==> src/rtl/irq_hub_pkg.sv <==
package irq_hub_pkg;

  // Word map of the slave port; the software view depends on these values.
  typedef enum logic [2:0] {
    WA_REQ   = 3'd0,
    WA_MASK  = 3'd1,
    WA_FORCE = 3'd2,
    WA_ACK   = 3'd3,
    WA_PEND  = 3'd4,
    WA_GON   = 3'd5,
    WA_GOFF  = 3'd6,
    WA_GSTAT = 3'd7
  } word_addr_e;

  localparam int MAP_BITS = 3;

endpackage

==> src/rtl/irq_hub_edge.sv <==
module irq_hub_edge #(
  parameter int NUM_SRC = 6
) (
  input  logic               clk,
  input  logic               rst_n,
  input  logic [NUM_SRC-1:0] src_i,
  output logic [NUM_SRC-1:0] rise_o
);

  logic [NUM_SRC-1:0] last_q;

  for (genvar g = 0; g < NUM_SRC; g++) begin : g_src
    logic last_d;

    always_comb begin
      last_d   = src_i[g];
      rise_o[g] = src_i[g] & ~last_q[g];
    end

    always_ff @(posedge clk or negedge rst_n) begin
      if (!rst_n) last_q[g] <= 1'b0;
      else        last_q[g] <= last_d;
    end
  end

endmodule

==> src/rtl/irq_hub_regif.sv <==
module irq_hub_regif
  import irq_hub_pkg::*;
#(
  parameter int NUM_SRC = 6,
  parameter int DATA_W  = 32,
  parameter int ADDR_W  = 3
) (
  input  logic               clk,
  input  logic               rst_n,
  input  logic               sel,
  input  logic [ADDR_W-1:0]  addr,
  input  logic               rd_en,
  input  logic               wr_en,
  input  logic [DATA_W-1:0]  wdata,
  input  logic [NUM_SRC-1:0] req_vec,
  input  logic [NUM_SRC-1:0] pend_vec,
  input  logic               allowed,
  output logic [NUM_SRC-1:0] mask_vec,
  output logic [NUM_SRC-1:0] force_stb,
  output logic [NUM_SRC-1:0] ack_stb,
  output logic               gon_stb,
  output logic               goff_stb,
  output logic               ready,
  output logic [DATA_W-1:0]  rdata
);

  localparam int HI_BITS = ADDR_W - MAP_BITS;

  logic               in_map;
  word_addr_e         waddr;
  logic               wr_hit;
  logic               rd_hit;
  logic [NUM_SRC-1:0] wbits;
  logic [NUM_SRC-1:0] mask_d;
  logic               mask_ce;
  logic [NUM_SRC-1:0] mask_q;
  logic               unused_ok;

  // Address decode: upper address bits must be zero to hit the map.
  if (HI_BITS > 0) begin : g_hi
    assign in_map = (addr[ADDR_W-1:MAP_BITS] == '0);
  end else begin : g_nohi
    assign in_map = 1'b1;
  end

  assign waddr  = word_addr_e'(addr[MAP_BITS-1:0]);
  assign wr_hit = sel & wr_en & in_map;
  assign rd_hit = sel & rd_en & in_map;
  assign wbits  = wdata[NUM_SRC-1:0];
  assign ready  = sel;

  // Write-only strobes carry the written bits for one cycle.
  always_comb begin
    force_stb = '0;
    ack_stb   = '0;
    gon_stb   = 1'b0;
    goff_stb  = 1'b0;
    if (wr_hit) begin
      case (waddr)
        WA_FORCE: force_stb = wbits;
        WA_ACK:   ack_stb   = wbits;
        WA_GON:   gon_stb   = wdata[0];
        WA_GOFF:  goff_stb  = wdata[0];
        default: ;
      endcase
    end
  end

  // Mask register: next state and clock enable.
  always_comb begin
    mask_ce = wr_hit && (waddr == WA_MASK);
    mask_d  = wbits;
  end

  always_ff @(posedge clk or negedge rst_n) begin
    if (!rst_n)       mask_q <= '0;
    else if (mask_ce) mask_q <= mask_d;
  end

  assign mask_vec = mask_q;

  // Read mux, zero-extended to the bus width.
  always_comb begin
    rdata = '0;
    if (rd_hit) begin
      case (waddr)
        WA_REQ:   rdata = DATA_W'(req_vec);
        WA_MASK:  rdata = DATA_W'(mask_q);
        WA_PEND:  rdata = DATA_W'(pend_vec);
        WA_GSTAT: rdata = DATA_W'(allowed);
        default:  rdata = '0;
      endcase
    end
  end

  assign unused_ok = ^wdata;

endmodule

==> src/rtl/irq_hub_core.sv <==
module irq_hub_core #(
  parameter int NUM_SRC = 6
) (
  input  logic               clk,
  input  logic               rst_n,
  input  logic [NUM_SRC-1:0] rise,
  input  logic [NUM_SRC-1:0] force_stb,
  input  logic [NUM_SRC-1:0] ack_stb,
  input  logic [NUM_SRC-1:0] mask_vec,
  input  logic               gon_stb,
  input  logic               goff_stb,
  output logic [NUM_SRC-1:0] req_vec,
  output logic [NUM_SRC-1:0] pend_vec,
  output logic               allowed,
  output logic               cpu_irq
);

  logic [NUM_SRC-1:0] req_q;
  logic [NUM_SRC-1:0] req_d;
  logic               allow_q;
  logic               allow_d;
  logic               allow_ce;

  // Per-bit latch: set terms are applied after the clear term, so set wins.
  for (genvar g = 0; g < NUM_SRC; g++) begin : g_req
    always_comb begin
      req_d[g] = (req_q[g] & ~ack_stb[g]) | rise[g] | force_stb[g];
    end
  end

  always_ff @(posedge clk or negedge rst_n) begin
    if (!rst_n) req_q <= '0;
    else        req_q <= req_d;
  end

  // Gate flag: separate open and close strobes from distinct addresses.
  always_comb begin
    allow_ce = gon_stb | goff_stb;
    allow_d  = gon_stb;
  end

  always_ff @(posedge clk or negedge rst_n) begin
    if (!rst_n)        allow_q <= 1'b0;
    else if (allow_ce) allow_q <= allow_d;
  end

  assign req_vec  = req_q;
  assign pend_vec = req_q & mask_vec;
  assign allowed  = allow_q;
  assign cpu_irq  = allow_q & (|pend_vec);

endmodule

==> src/rtl/irq_hub.sv <==
module irq_hub #(
  parameter int NUM_SRC = 6,
  parameter int DATA_W  = 32,
  parameter int ADDR_W  = 3
) (
  input  logic               clk,
  input  logic               rst_n,
  input  logic [NUM_SRC-1:0] src_i,
  input  logic               sel,
  input  logic [ADDR_W-1:0]  addr,
  input  logic               rd_en,
  input  logic               wr_en,
  input  logic [DATA_W-1:0]  wdata,
  output logic               ready,
  output logic [DATA_W-1:0]  rdata,
  output logic               cpu_irq
);

  logic [1:0]         rst_sync_q;
  logic               rst_int_n;
  logic [NUM_SRC-1:0] rise;
  logic [NUM_SRC-1:0] force_stb;
  logic [NUM_SRC-1:0] ack_stb;
  logic [NUM_SRC-1:0] mask_vec;
  logic [NUM_SRC-1:0] req_vec;
  logic [NUM_SRC-1:0] pend_vec;
  logic               gon_stb;
  logic               goff_stb;
  logic               allowed;

  // Asynchronous assertion, synchronous release.
  always_ff @(posedge clk or negedge rst_n) begin
    if (!rst_n) rst_sync_q <= 2'b00;
    else        rst_sync_q <= {rst_sync_q[0], 1'b1};
  end
  assign rst_int_n = rst_sync_q[1];

  irq_hub_edge #(.NUM_SRC(NUM_SRC)) u_edge (
    .clk    (clk),
    .rst_n  (rst_int_n),
    .src_i  (src_i),
    .rise_o (rise)
  );

  irq_hub_regif #(.NUM_SRC(NUM_SRC), .DATA_W(DATA_W), .ADDR_W(ADDR_W)) u_regif (
    .clk       (clk),
    .rst_n     (rst_int_n),
    .sel       (sel),
    .addr      (addr),
    .rd_en     (rd_en),
    .wr_en     (wr_en),
    .wdata     (wdata),
    .req_vec   (req_vec),
    .pend_vec  (pend_vec),
    .allowed   (allowed),
    .mask_vec  (mask_vec),
    .force_stb (force_stb),
    .ack_stb   (ack_stb),
    .gon_stb   (gon_stb),
    .goff_stb  (goff_stb),
    .ready     (ready),
    .rdata     (rdata)
  );

  irq_hub_core #(.NUM_SRC(NUM_SRC)) u_core (
    .clk       (clk),
    .rst_n     (rst_int_n),
    .rise      (rise),
    .force_stb (force_stb),
    .ack_stb   (ack_stb),
    .mask_vec  (mask_vec),
    .gon_stb   (gon_stb),
    .goff_stb  (goff_stb),
    .req_vec   (req_vec),
    .pend_vec  (pend_vec),
    .allowed   (allowed),
    .cpu_irq   (cpu_irq)
  );

endmodule

==> config.mk <==
export PLATFORM = sky130hd
export DESIGN_NAME = irq_hub
export DESIGN_NICKNAME = d
export VERILOG_FILES = /design/src/rtl/irq_hub_pkg.sv /design/src/rtl/irq_hub_edge.sv /design/src/rtl/irq_hub_regif.sv /design/src/rtl/irq_hub_core.sv /design/src/rtl/irq_hub.sv
export SDC_FILE = /design/constraint.sdc
export NUM_CORES = 1
export LEC_CHECK = 0
export CAP_MARGIN = 15
export CORE_UTILIZATION = 54
export DETAILED_ROUTE_END_ITERATION = 12
export DONT_BUFFER_PORTS = 1
export GPL_TIMING_DRIVEN = 0
export PLACE_DENSITY = 0.73
export SLEW_MARGIN = 20
export SYNTH_ARGS = -nofsm -noshare
export SYNTH_HDL_FRONTEND = slang
export SYNTH_SLANG_ARGS = --single-unit
==> constraint.sdc <==
create_clock -name clk -period 1.5 [get_ports clk]
set_input_delay 0.3 -clock clk [delete_from_list [all_inputs] [get_ports clk]]
set_output_delay 0.3 -clock clk [all_outputs]
set_load 0.01 [all_outputs]
==> reports/qor.txt <==
outcome: finished with violations
failing checks: setup timing
root buf cell: clkbuf_4
CP Cell Sequence: nor3b_2, o21ai_1, a211oi_2
Synth area leaders: dfrtp_1, buf_4, mux2_4
port bufs: 0
final hold slack: 0.02085 ns
gr busiest metal: met2
Clk Latency, worst-skew pair: 0.30 ns
Starting Density: 0.5707
relative slew slack: 0.5120
met2 Usage GRT: 0.3378
asr flop ratio synth: 1.000
leakage power: 0.0007366 uW
fraction of synthesized area in multiplexers: 0.07136
H-tree depth: 1
sequential-to-total area share from yosys stat: 0.4163
Max VDD drop: 0.0008256 V
Fin. Hold Viols: 0
Synth Area in XOR/XNOR: 0.006938
met1 Use GR: 0.2722
cts bufs inserted: 3
most frequent cell after synthesis: buf_4
adder-cell share of the synthesized area: 0
GR Util met3: 0.03636
Die ar.: 0.002535 sq mm
Crit path arrival time: 1.24 ns
initial antenna violation count: 0
core area: 0.002212 sq mm
ys flop type: dfrtp_1
dpl cells: 177
sequential share of power: 0.528
CP Buf/Inv Count: 0
synth-to-layout area growth: 21.90%
Mapped Area: 0.001262 sq mm
Synth cell types: 28
crit path kind: flop to primary output
post-synth top area share: 0.4163
critical path required time: 1.20 ns
post-route setup slack: -0.04301 ns
drt pass-1 iters: 4
Die H: 50.35 um
Vias: 928
Avg WL per Cell: 13.24 um
worst min-delay path class: primary input to flop
PwrDens: 844.5 mW/mm^2
Fin Clk Skew: 0.003274 ns
post-route ant nets: 0
Top delay family on crit path: flip-flops
FF+latch count, synth: 21
Internal: 937.5 uW
Ports: 80
first-pass GRT wire length: 3836 um
ANT cells: 0
Post-Place Setup Slack: 0.01603 ns
nets@finish: 208
CP Capture Type: primary output
Cells after Synth: 124
NetSw: 362.1 uW
register clock-pin slew on the reported worst setup and hold paths: 0.11 ns
Comb power frac: 0.270
largest net degree at the start of global routing: 20
Vias per Instance: 4.910
sw frac: 0.2786
routed wire length: 2502 um
Post-synth EDFFs: 0
Worst path slowest cell: dfrtp_1
Final Instance Count excl. Fillers: 189
vias in the first global route: 821
Post-synth top cells: buf_4, dfrtp_1, nand2b_1
yosys warns: 0
Post-DP HPWL: 1734 um
gr ovfl total: 0
biggest area consumer among synthesized cells: dfrtp_1
area fraction in compound gates after synthesis: 0.1467
CTS Sinks: 21
period utilization: 1.029
routability cong.: 0.7398
peak per-stage delay on the critical path: 0.39 ns
Worst Setup Start Kind: flop
CTS tree: yes
Max-Cap Viols: 0
R2R Setup Slk: 0.57 ns
Slew @ Worst Pin: 0.7319 ns
chip width: 50.35 um
largest family of logic cells by synthesized area: buffers and inverters
clock share of power: 0.202
DRC: 0
final setup fails: 3
crit path time final: 1.543 ns
First DRT Iteration DRCs: 17
row count: 17
CP Max Fanout: 4
RSZ-0062 raised after global routing: true
syn avg cell area: 10.18 sq um
Clock Path Buffers: 2
gr usage total: 0.2032
Slew Limit Fails: 0
share of layout cells above drive strength 1: 0.3478
simple-gate share of the synthesized area: 0.1378
Max Fclk: 0.6481 GHz
power groups by stage:
stage	combinational [uW]	clock, uW	sequential [uW]
floorplan	245	0	676
global placement	261	0	691
detailed placement	269	0	695
CTS	300	271	682
global route	378	290	697
finish	351	262	686
layout make-up:
cell class              count  area [sq um]
fillers                   176         673.1
multi-input cells          88         610.6
flip-flops and latches     21         525.5
plain buffers              32         241.5
repair buffers              8         70.07
well taps                  28         35.03
inverters                   8         30.03
clock buffers               4         26.28
final timing paths:
path,end,start,depth (start not counted)
worst max-delay path,rdata[0],u_regif.mask_vec[0],3
worst min-delay path,u_edge.last_q[5],src_i[5],0
worst max register to register,u_regif.mask_vec[5],u_regif.mask_vec[5],2
worst min register to register,u_edge.last_q[1],rst_sync_q[1],0
max in group asynchronous,u_core.allowed,rst_sync_q[1],0
min in group asynchronous,rst_sync_q[1],rst_n,1
layout by cell type (no fill, tap or decap):
master         synthesis  routed
a211oi_2               0       1
a21boi_0               1       1
a22oi_1                3       2
a22oi_2                0       1
a31oi_2                0       1
a32oi_1                5       2
a32oi_2                0       3
and3_1                 1       1
and4b_1                1       1
buf_2                  1       1
buf_4                 28      32
buf_6                  2       2
clkbuf_1               1       2
clkbuf_4               0       3
conb_1                 2      27
dfrtp_1               21      21
dlygate4sd3_1          0       4
inv_1                  8       8
mux2_4                 6       6
nand2_1                2       2
nand2b_1              12      12
nand3_1                1       1
nand4_1                1       1
nand4b_1               1       1
nor2_1                 6       3
nor2_2                 0       3
nor2b_4                1       1
nor3b_2                0       1
o21ai_0                9       8
o21ai_1                0       1
o311ai_0               5       5
o311ai_1               1       1
or3b_4                 1       1
xnor2_1                1       1
what timing repair did:
action / CTS / global route
endpoints found under the hold margin: 2 / 3
pin swaps: 2 / 4
buffers inserted: 2 / 2
resized for setup: 4 / 7
hold buffers: 1 / 3
setup endpoints to repair: 1 / 7
flip-flops by register name (all words and copies together) (netlist names):
signal	count
u_regif.mask_vec	6
rst_sync_q	2
u_edge.last_q	6
u_core.req_vec	6
u_core.allowed	1
through the flow:
stage / total power [uW] / cell area [sq um] / TNS, ns / util
final: 1300 / 1539 / -0.09490 / 0.6957
after global routing: 1365 / 1539 / -0.2908 / 0.6957
after CTS: 1252 / 1459 / -0.03888 / 0.6595
after detailed placement: 963.3 / 1391 / 0 / 0.6290
after global placement: 951.6 / 1391 / 0 / 0.6290
after floorplan: 921.7 / 1356 / 0 / -
metal layers:
metal / part of all wire / vias to the layer above / wire [um]
li1: - / 453 / -
met1: 0.44 / 431 / 1111
met3: 0.066 / 2 / 166
met2: 0.48 / 42 / 1210
met5: 0 / - / 0
met4: 0.0052 / 0 / 13
cell families (layout without fill, tap and decap cells):
family,count (synthesis),in the layout
buffers and inverters,40,52
AND/OR/NAND/NOR,28,28
AO/OA/AOI/OAI,26,26
flip-flops,21,21
multiplexers,6,6
other,2,27
XOR/XNOR,1,1
No activity file was read; power rests on OpenSTA's default activity.
